`src/rtl/hdbp_pkg.sv`:
```
package hdbp_pkg;

  typedef enum logic [1:0] {
    ST_IDLE  = 2'd0,
    ST_JAM   = 2'd1,
    ST_GAP   = 2'd2,
    ST_YIELD = 2'd3
  } hdbp_state_e;

  // Longest carrier burst in byte cycles: rounded down to stay under the limit.
  function automatic int unsigned burst_cycles(input int unsigned bits);
    int unsigned c;
    c = bits / 8;
    return (c == 0) ? 1 : c;
  endfunction

  // Silent gap in byte cycles: rounded up so that at least the gap is kept.
  function automatic int unsigned gap_cycles(input int unsigned bits);
    int unsigned c;
    c = (bits + 7) / 8;
    return (c == 0) ? 1 : c;
  endfunction

  // Alternating idle pattern, lowest bit set (8'h55 for a byte).
  function automatic logic [63:0] idle_pattern(input int unsigned width);
    logic [63:0] p;
    p = '0;
    for (int i = 0; i < 64; i++) begin
      if (i < width) p[i] = ((i % 2) == 0);
    end
    return p;
  endfunction

endpackage

```
`src/rtl/hdbp_span_counter.sv`:
```
module hdbp_span_counter #(
  parameter int CW = 10
) (
  input  logic          clk,
  input  logic          rst_n,
  input  logic          restart,
  input  logic [CW-1:0] term,
  output logic          last
);
  logic [CW-1:0] cnt_q;

  always_ff @(posedge clk) begin
    if (!rst_n || restart) begin
      cnt_q <= '0;
    end else if (cnt_q != term) begin
      cnt_q <= cnt_q + 1'b1;
    end
  end

  assign last = (cnt_q == term);
endmodule

```
`src/rtl/hdbp_fsm.sv`:
```
module hdbp_fsm
  import hdbp_pkg::*;
(
  input  logic        clk,
  input  logic        rst_n,
  input  logic        bp_req,
  input  logic        frame_pending,
  input  logic        collision,
  input  logic        span_last,
  output hdbp_state_e state_q,
  output logic        enter_state,
  output logic        burst_expired,
  output logic        gap_done,
  output logic        coll_reassert
);
  hdbp_state_e state_d;

  assign burst_expired = (state_q == ST_JAM) && span_last;
  assign gap_done      = (state_q == ST_GAP) && span_last;
  assign coll_reassert = (state_q == ST_GAP) && collision && bp_req;

  always_comb begin
    state_d = state_q;
    unique case (state_q)
      ST_IDLE:  if (bp_req && !frame_pending) state_d = ST_JAM;
      ST_JAM:   if (!bp_req || frame_pending || span_last) state_d = ST_GAP;
      ST_GAP: begin
        if (coll_reassert)      state_d = ST_JAM;
        else if (span_last) begin
          if (frame_pending)    state_d = ST_YIELD;
          else if (bp_req)      state_d = ST_JAM;
          else                  state_d = ST_IDLE;
        end
      end
      ST_YIELD: if (!frame_pending) state_d = bp_req ? ST_JAM : ST_IDLE;
      default:  state_d = ST_IDLE;
    endcase
  end

  assign enter_state = (state_d != state_q);

  always_ff @(posedge clk) begin
    if (!rst_n) state_q <= ST_IDLE;
    else        state_q <= state_d;
  end
endmodule

```
`src/rtl/hdbp_txpath.sv`:
```
module hdbp_txpath
  import hdbp_pkg::*;
#(
  parameter int DW = 8
) (
  input  hdbp_state_e   state_q,
  output logic          tx_en,
  output logic [DW-1:0] txd,
  output logic          mac_grant
);
  localparam logic [63:0] PAT_FULL = idle_pattern(DW);
  localparam logic [DW-1:0] PAT = PAT_FULL[DW-1:0];

  assign tx_en     = (state_q == ST_JAM);
  assign mac_grant = (state_q == ST_IDLE) || (state_q == ST_YIELD);
  assign txd       = tx_en ? PAT : '0;
endmodule

```
`src/rtl/hdx_carrier_hold.sv`:
```
module hdx_carrier_hold
  import hdbp_pkg::*;
#(
  parameter int ON_BITS  = 4096,
  parameter int GAP_BITS = 96,
  parameter int DW       = 8
) (
  input  logic          clk,
  input  logic          rst_n,
  input  logic          bp_req,
  input  logic          frame_pending,
  input  logic          collision,
  output logic          tx_en,
  output logic [DW-1:0] txd,
  output logic          mac_grant
);
  localparam int ON_CYC  = burst_cycles(ON_BITS);
  localparam int GAP_CYC = gap_cycles(GAP_BITS);
  localparam int MAXC    = (ON_CYC > GAP_CYC) ? ON_CYC : GAP_CYC;
  localparam int CW      = $clog2(MAXC + 1);
  localparam logic [CW-1:0] ON_TERM  = CW'(ON_CYC - 1);
  localparam logic [CW-1:0] GAP_TERM = CW'(GAP_CYC - 1);

  hdbp_state_e   state_q;
  logic          enter_state;
  logic          span_last;
  logic          burst_expired;
  logic          gap_done;
  logic          coll_reassert;
  logic [CW-1:0] span_term;

  assign span_term = (state_q == ST_JAM) ? ON_TERM : GAP_TERM;

  hdbp_fsm i_fsm (
    .clk           (clk),
    .rst_n         (rst_n),
    .bp_req        (bp_req),
    .frame_pending (frame_pending),
    .collision     (collision),
    .span_last     (span_last),
    .state_q       (state_q),
    .enter_state   (enter_state),
    .burst_expired (burst_expired),
    .gap_done      (gap_done),
    .coll_reassert (coll_reassert)
  );

  hdbp_span_counter #(.CW(CW)) i_span (
    .clk     (clk),
    .rst_n   (rst_n),
    .restart (enter_state),
    .term    (span_term),
    .last    (span_last)
  );

  hdbp_txpath #(.DW(DW)) i_tx (
    .state_q   (state_q),
    .tx_en     (tx_en),
    .txd       (txd),
    .mac_grant (mac_grant)
  );
endmodule

```
`config.mk`:
```
export PLATFORM = sky130hd
export DESIGN_NAME = hdx_carrier_hold
export DESIGN_NICKNAME = d
export VERILOG_FILES = /design/src/rtl/hdbp_pkg.sv /design/src/rtl/hdbp_span_counter.sv /design/src/rtl/hdbp_fsm.sv /design/src/rtl/hdbp_txpath.sv /design/src/rtl/hdx_carrier_hold.sv
export SDC_FILE = /design/constraint.sdc
export NUM_CORES = 1
export LEC_CHECK = 0
export ABC_CLOCK_PERIOD_IN_PS = 4200
export BUFFER_PORTS_ARGS = -buffer_cell sky130_fd_sc_hd__buf_2
export CAP_MARGIN = 20
export CORE_MARGIN = 2
export CORE_UTILIZATION = 48
export DETAILED_ROUTE_END_ITERATION = 10
export GPL_ROUTABILITY_DRIVEN = 0
export GPL_TIMING_DRIVEN = 0
export PLACE_DENSITY = 0.69
export SYNTH_ARGS = -nofsm -noshare
export SYNTH_HDL_FRONTEND = slang
export SYNTH_SLANG_ARGS = --single-unit
```
`constraint.sdc`:
```
create_clock -name clk -period 4.2 [get_ports clk]
set_clock_uncertainty 0.05 [all_clocks]
set_input_delay 0.63 -clock clk [delete_from_list [all_inputs] [get_ports clk]]
set_output_delay 0.63 -clock clk [all_outputs]
set_load 0.02 [all_outputs]
```
* After elaboration in Yosys (flattened, before gate mapping)
Index checks and enable logic that the tools add are counted.
** Word-level totals
- Logic and storage cells :: 30
- Register bits :: 12
- ROM bits :: 0
- Output and inout port bits :: 10
- Bits in latches :: 0
- Bits in writable memories :: 0
- Input bits :: 5
- Memories kept :: 0
** Operators by class
- Add/subtract/negate cells :: 1
- Multiplexer cells :: 10
- Shift-type cells :: 0
- Bitwise operators :: 0
- Divide/modulo/power cells :: 0
- Reduce and logical (&&, ||, !) cells :: 11
- Multiply operators :: 0
- $lt $le $gt $ge :: 0
- Equal/unequal tests :: 6
** Operators by type and width (number)
- 2-bit two-way mux :: 6
- 10-bit by 1-bit adder with 10-bit output (second input constant) :: 1
- 10-bit by 9-bit == test with 1-bit output :: 1
- 10-bit by 9-bit != test with 1-bit output :: 1
- 9-bit two-way mux :: 1
- 2-bit case mux with 4 select lines :: 1
- 7-bit two-way mux :: 1
- 2-bit == test (second input constant) :: 2
- 1-bit logical OR :: 4
- 1-bit logical AND :: 3
- 1-bit logical NOT :: 3
- 2-bit by 1-bit == test with 1-bit output (second input constant) :: 1
- 2-bit logical NOT :: 1
- 2-bit != test :: 1
- 1-bit two-way mux :: 1

* Depth between registers and ports, before layout
Gate-level depths: netlist of run 1.
- Depth after elaboration :: 8
- Mapped depth :: 9
- Gate-level depth less buffers :: 8

* Modules after synthesis
From an unflattened synthesis of run 1, not the netlist that was laid out.
** Unflattened totals
- Cells, all modules :: 111
- Area total of the unflattened synthesis :: 897.1 µm²
** By module, submodules not included
- hdbp_span_counter :: times used 1, cells an instance 70, seq. area each 200.2 µm², area an instance 583.1 µm²
- hdbp_fsm :: times used 1, cells an instance 27, seq. area each 40.0 µm², area an instance 212.7 µm²
- hdbp_txpath :: times used 1, cells an instance 11, seq. area each 0.0 µm², area an instance 80.1 µm²
- hdx_carrier_hold :: times used 1, cells an instance 3, seq. area each 0.0 µm², area an instance 21.3 µm²

* Worst setup path before layout of run 1
OpenSTA, ideal clock, no wires.
- Path kind :: register to register
- Start :: register i_fsm.state_q[1]
- End :: register i_span.cnt_q[0]
- Path slack :: 1812 ps
- Setup time :: 136 ps
- Required time :: 4014 ps
- Stages on the path, launching flop included :: 9
- Period minus slack after synthesis :: 2388 ps
- Buffers on the path :: 0
- Arrival time :: 2202 ps
- Path through :: dfxtp_1 -> inv_1 -> ha_1 -> and3b_1 -> o211ai_1 -> nand3_1 -> or4b_1 -> o311ai_4 -> nor2_1
** On the way
- Cells in the longest elaborated chain, start to end :: 8
- Elaborated cells on any way between the ends :: 18
- Those cells by class :: 6 x eq/ne; 7 x mux; 5 x reduce/logical
** RTL lines
- start: declaration :: line hdbp_fsm.sv:10 : output hdbp_state_e state_q,
- start signal: assignment :: line hdbp_fsm.sv:44 : else state_q <= state_d;
- 2-bit by 1-bit == test with 1-bit output *
- named net tx_en :: line hdx_carrier_hold.sv:13 : output logic tx_en,
- 9-bit two-way mux :: line hdx_carrier_hold.sv:32 : assign span_term = (state_q == ST_JAM) ? ON_TERM : GAP_TERM;
- 10-bit by 9-bit == test with 1-bit output :: line hdbp_span_counter.sv:20 : assign last = (cnt_q == term);
- 2-bit two-way mux or 1-bit logical OR (tied branches) :: line hdbp_fsm.sv:29, hdbp_fsm.sv:26
- 2-bit two-way mux, on equally long branches :: line hdbp_fsm.sv:28, hdbp_fsm.sv:26
- 2-bit case mux with 4 select lines :: line hdbp_fsm.sv:24 : unique case (state_q)
- 2-bit != test :: line hdbp_fsm.sv:40 : assign enter_state = (state_d != state_q);
- 1-bit logical OR :: line hdbp_span_counter.sv:13 : if (!rst_n || restart) begin
- end signal: assignment :: line hdbp_span_counter.sv:16 : cnt_q <= cnt_q + 1'b1;
- end: declaration :: line hdbp_span_counter.sv:10 : logic [CW-1:0] cnt_q;
Mark *: on every way through the listed nets, which the timed path passes. The rest lies on a longest branch.
A chain may end at the register's enable or synchronous reset.

* Worst setup path in the final report of run 1
- Start :: register i_fsm.state_q[1]
- End :: register i_span.cnt_q[6]
** On the way
- Cells in the longest elaborated chain, start to end :: 8
- Elaborated cells on any way between the ends :: 18
- Those cells by class :: 6 x eq/ne; 7 x mux; 5 x reduce/logical
** RTL lines (line)
- 2-bit by 1-bit == test with 1-bit output :: hdbp_fsm.sv:24, hdx_carrier_hold.sv:32
- 9-bit two-way mux :: hdx_carrier_hold.sv:32
- 10-bit by 9-bit == test with 1-bit output :: hdbp_span_counter.sv:20
- 2-bit two-way mux or 1-bit logical OR (tied branches) :: hdbp_fsm.sv:29, hdbp_fsm.sv:26
- 2-bit two-way mux, on equally long branches :: hdbp_fsm.sv:28, hdbp_fsm.sv:26
- 2-bit case mux with 4 select lines :: hdbp_fsm.sv:24
- 2-bit != test :: hdbp_fsm.sv:40
- 1-bit logical OR :: hdbp_span_counter.sv:13
Parallel ways exist; a longest one is shown, timed or not.

==> results.toml, run 1 <==
[timing]
fmax_mhz = 375
rsz0062_at_grt = "no"
final.period_utilization_pct = 63.5
hold_viol_final = 0
finalSetupViolCount = 0
slew_headroom_pct = 61.7
worstMarginPinSlew_ns = 0.574
drv_slew = 0
tns_ns = 0
min_period_ns = 2.67
setup_ws_ns = 1.53

[logic_synthesis]
synthAdderAreaFrac_pct = 6.70
ys_warn_count = 0
synthSimpleGateAreaFrac_pct = 28.6
synth_top_family_by_area = "simple AND/OR/NAND/NOR gates"
yosysSeqAreaShare_pct = 25.7
synth_flop_cell = "dfxtp_1"
netlist_area_sq_um = 933
synth_edf_count = 0
avgSynthCellArea_sq_um = 8.64
synthArstFlopShare_pct = 0
synthCells = 108
muxShareOfSynthArea_pct = 1.07
ys_ff_latch = 12
synth_cell_type_count = 44
synth_xor_xnor_area_share_pct = 7.51
synth-compound-area-share_pct = 21.0

[routing]
wl_per_cell_um = 12.0
drt-initial-drc-count = 13
first_pass_iters = 5
vias = 798
totalWireLength_mm = 1.79
ant_nets = 0
vias_per_cell = 5.36
drc = 0

[clock_tree]
cts_tree = "done"
cts.hold.buffers_added = 0
cts.htree.levels = 1
cts.repair.resized = 0
clk_pin_slew_worst_paths_ns = 0.07
ctsLongestPathBuffers = 2
cts_made_buffers = 3
clk_latency_ns = 0.27
cts_setup_buffers = 0
root_buffer = "clkbuf_4"
cts.sinks = 12

[worst_setup_path]
regToRegSetupSlack_ns = 1.53
crit_path_end_kind = "register"
setup.worst_path.start_class = "register"
crit_fanout = 11
critPathKind = "reg2reg"
arrival_ns = 2.76
cp.required_ns = 4.29

[grt]
grt_pass1_wl_mm = 3.13
grt_max_degree = 12
grt_pass1_vias = 685
antenna_found_initial = 0
overflow = 0
gr-usage-all-layers_pct = 19.1

[power]
p_per_area_nw_per_um2 = 268
irDropWorstVdd_mv = 0.167
leakage_uw = 0.000429

[floorplanning]
std_cell_rows = 15
die_w_um = 48.1
dieArea_sq_um = 2310
dieHeight_um = 48.1
coreArea_sq_um = 1780
start_util_pct = 52.4
io_pins = 15

[finish]
antennaDiodeCount = 0
final_nets = 136
drive_above_1_share_pct = 28.2
area_delta_synth_final_pct = 12.3

[place]
dpl_worst_slack_ns = 1.55
dpl.hpwl_mm = 1.34
port_buffers = 10

[run]
maxCapViolCount = 0

[min_path]
holdCritPathClass = "reg2reg"

[run_status]
status = "completed"
## routing by layer
metal | track usage (%) | part of all wire (%) | up-vias
met5 | 0 | 0 | -
met4 | 3.24 | 0.45 | 0
met3 | 5.56 | 2.7 | 2
met2 | 29.6 | 47 | 13
met1 | 26.8 | 49 | 375
li1 | - | - | 408
## worst max-delay path, stage by stage, from the launching register on
cell and delay, ns:
dfxtp_1 0.49, inv_1 0.17, ha_1 0.37, nor4_1 0.23
nand2_1 0.15, a211oi_2 0.29, nor2_1 0.12, o311ai_4 0.55
nor2_1 0.11
## kinds of logic (layout without fill, tap and decap cells)
family / Yosys count / count (layout)
DFF: 12 / 12
muxes: 1 / 1
buffers and inverters: 14 / 27
other: 1 / 4
and+or+nand+nor: 44 / 44
xor gates and xnor gates: 8 / 8
AOI/OAI and AO/OA: 23 / 23
adders and majority gates: 5 / 5
## report_power, final
part	switching (uW)	total, uW	internal [uW]
Combinational	50.9	85.6	34.7
Sequential	7.63	126	119
Clock	35.4	68.5	33.1
## cell type report
type,count,area [sq um]
buffer,9,65.1
clock buffer,3,22.5
fill,163,734
inverter,5,18.8
multi-input combinational,85,621
sequential,12,240
tap,25,31.3
timing repair buffer,10,50.0
## layout by cell type, fill, tap and decap left out, types with 2 or more instances in the layout
cell type  synthesis  layout
o21ai_0            5       5
buf_4              8       8
a21oi_1            2       2
a31o_2             2       2
clkbuf_4           0       3
and2b_1            2       2
nand2b_1           2       2
buf_2              1      11
inv_1              5       5
dfxtp_1           12      12
a31oi_1            2       2
nor3b_1            3       3
nor2_1             9       9
nand2_1            7       7
nand4_1            2       2
nand3_1            3       3
conb_1             1       4
xnor2_1            7       7
nor2_2             3       3
ha_1               5       5
nor3_1             3       3
## per-stage QoR
stage	cell area (sq um)	instances	util (%)	hold WS [ns]	total power [uW]
after floorplan	945	111	-	0.457	194
after global placement	1030	146	57.5	0.476	213
after detailed placement	1030	146	57.5	0.488	215
after CTS	1050	149	58.8	0.506	282
after global routing	1050	149	58.8	0.527	301
final	1050	149	58.8	0.505	281
## Yosys cell counts (all sizes together) (2+ instances only)
library cell | n | area, sq um
nor3 | 4 | 25.0
a221oi | 2 | 23.8
nand2b | 2 | 12.5
and2b | 2 | 15.0
inv | 5 | 18.8
nor2 | 12 | 52.6
a31oi | 2 | 12.5
buf | 9 | 65.1
nand4 | 3 | 33.8
a21oi | 3 | 18.8
o21ai | 5 | 25.0
a211oi | 2 | 20.0
a31o | 2 | 17.5
nor3b | 3 | 22.5
nand3 | 3 | 15.0
xnor2 | 7 | 61.3
nand2 | 7 | 26.3
dfxtp | 12 | 240
ha | 5 | 62.6
## registers in the layout, indices dropped and copies added, names as in the netlist
signal         cells
i_fsm.state_q      2
i_span.cnt_q      10
## worst paths after layout
check,startpoint,endpoint,cells after the start
min,i_span.cnt_q[7]$_SDFFE_PP0P_,i_span.cnt_q[7]$_SDFFE_PP0P_,2
min reg2reg,i_span.cnt_q[7]$_SDFFE_PP0P_,i_span.cnt_q[7]$_SDFFE_PP0P_,2
max,i_fsm.state_q[1]$_SDFF_PN0_,i_span.cnt_q[6]$_SDFFE_PP0P_,8
max reg2reg,i_fsm.state_q[1]$_SDFF_PN0_,i_span.cnt_q[6]$_SDFFE_PP0P_,8
No activity file was read; power rests on OpenSTA's default activity.
==> run 2, diff against run 1 <==
--- a/config.mk
+++ b/config.mk
@@ -5,7 +5,7 @@
 export SDC_FILE = /design/constraint.sdc
 export NUM_CORES = 1
 export LEC_CHECK = 0
-export ABC_CLOCK_PERIOD_IN_PS = 4200
+export ABC_CLOCK_PERIOD_IN_PS = 2500
 export BUFFER_PORTS_ARGS = -buffer_cell sky130_fd_sc_hd__buf_2
 export CAP_MARGIN = 20
 export CORE_MARGIN = 2
==> constraint.sdc (replaced) <==
create_clock -name clk -period 2.5 [get_ports clk]
set_clock_uncertainty 0.05 [all_clocks]
set_input_delay 0.375 -clock clk [delete_from_list [all_inputs] [get_ports clk]]
set_output_delay 0.375 -clock clk [all_outputs]
set_load 0.02 [all_outputs]
==> run 2 against run 1 <==
Combinational power grew 86%. Fmax grew 13%. Highest routed layer unchanged. Critical endpoint is now i_span.cnt_q[9]$_SDFFE_PP0P_. First-iteration DRC count grew 31%.
==> results.toml, run 2 (synthesized netlist as in run 1, its figures left out) <==
[run_status]
status = "completed"

[floorplanning]
io_pins = 15
start_util_pct = 52.4
dieHeight_um = 48.1
coreArea_sq_um = 1780
die_w_um = 48.1
dieArea_sq_um = 2310
std_cell_rows = 15

[worst_setup_path]
critPathKind = "reg2reg"
critPathBufInv = 2
setup.worst_path.start_class = "register"
crit_fanout = 11
critical_path.slowest_cell = "or4b_1"
crit_path_end_kind = "register"
slowest_delay_ns = 0.57
arrival_ns = 2.46
regToRegSetupSlack_ns = 0.15
cp.required_ns = 2.61
path_cells = "clkinvlp_4 -> ha_4 -> and3b_1 -> o211ai_1 -> nand3_1 -> or4b_1 -> o311ai_4 -> buf_4 -> nor3_2"
critPathTopFamily = "simple AND/OR/NAND/NOR gates"

[clock_tree]
cts_made_buffers = 3
cts.sinks = 12
cts.htree.levels = 1
ctsLongestPathBuffers = 2
root_buffer = "clkbuf_4"
cts_tree = "done"
cts.hold.buffers_added = 0
clk_pin_slew_worst_paths_ns = 0.07
clk_latency_ns = 0.27

[timing]
setup_ws_ns = 0.145
min_period_ns = 2.35
finalSetupViolCount = 0
fmax_mhz = 425
rsz0062_at_grt = "no"
tns_ns = 0
drv_slew = 0
hold_viol_final = 0
final.period_utilization_pct = 94.2

[grt]
gr-usage-all-layers_pct = 19.4
grt_pass1_vias = 689
overflow = 0
grt_pass1_wl_mm = 3.16
antenna_found_initial = 0
grt_max_degree = 12

[place]
port_buffers = 10
dpl_worst_slack_ns = -0.151
dpl.hpwl_mm = 1.34

[routing]
first_pass_iters = 4
ant_nets = 0
totalWireLength_mm = 1.84
vias = 807
drt-initial-drc-count = 17
drc = 0
wl_per_cell_um = 12.1
vias_per_cell = 5.31

[finish]
largest_register_ff_count = 10
area_delta_synth_final_pct = 18.4
largestRegisters = "i_span.cnt_q x10, i_fsm.state_q x2"
final_nets = 139
drive_above_1_share_pct = 33.9
antennaDiodeCount = 0
final_util_pct = 62.0
regMostFlops = "i_span.cnt_q"
layout_common_cells = "buf_2 (11), buf_4 (11), dfxtp_1 (10), nor2_1 (9)"

[run]
maxCapViolCount = 0

[min_path]
holdCritPathClass = "in2reg"

[power]
leakage_uw = 0.000446
power_uw = 490
p_per_area_nw_per_um2 = 443
irDropWorstVdd_mv = 0.301
run 2: cell count changes in the layout (fill, tap and decap cells not counted), moves of 2 or more:
cell     change
buf_4        +3
dfxtp_1      -2
ha_1         -2
ha_4         +2
run 2: power breakdown:
| group | total (uW) | switching, uW | internal, uW |
|---|---|---|---|
| Clock | 117 | 61.6 | 55.8 |
| Combinational | 159 | 88.7 | 70.7 |
| Sequential | 213 | 13.8 | 199 |
| Total | 490 | 164 | 325 |
run 2: path summary, 6_finish.rpt:
| check | from | depth (start not counted) | endpoint |
|---|---|---|---|
| worst min-delay path | rst_n | 3 | i_fsm.state_q[0]$_SDFF_PN0_ |
| worst min register to register | i_span.cnt_q[7]$_SDFFE_PP0P_ | 2 | i_span.cnt_q[7]$_SDFFE_PP0P_ |
| worst max-delay path | i_fsm.state_q[1]$_SDFF_PN0_ | 9 | i_span.cnt_q[9]$_SDFFE_PP0P_ |
| worst max register to register | i_fsm.state_q[1]$_SDFF_PN0_ | 9 | i_span.cnt_q[9]$_SDFFE_PP0P_ |
run 2: metal layers:
metal | vias to the layer above | part of all wire [%] | track usage [%]
met1 | 377 | 48 | 27.7
met3 | 2 | 3.8 | 5.56
li1 | 417 | - | -
met2 | 11 | 47 | 29.3
met4 | 0 | 0.44 | 3.24
met5 | - | 0 | 0
run 2: layout make-up:
cell class | count | area (sq um)
Buffer | 9 | 65.1
Clock buffer | 3 | 22.5
Fill cell | 161 | 678
Inverter | 5 | 22.5
Multi-Input combinational cell | 85 | 646
Sequential cell | 12 | 245
Tap cell | 25 | 31.3
Timing Repair Buffer | 13 | 72.6
run 2: repair_timing:
item	4_1_cts	5_1_grt
endpoints found under the hold margin	0	0
gates resized for setup	3	6
pin swaps	1	0
setup buffers	2	1
endpoints found under the setup margin	10	9
run 2: worst min-delay path, stage by stage:
cell	delay (ns)
buf_2	0.11
inv_1	0.04
a221oi_1	0.04
run 2: metrics by stage:
stage	area, sq um	instances	hold WS, ns
global placement	1030	146	0.476
floorplan	945	111	0.443
detailed placement	1030	146	0.488
CTS	1070	151	0.278
global route	1100	152	0.295
finish	1100	152	0.280
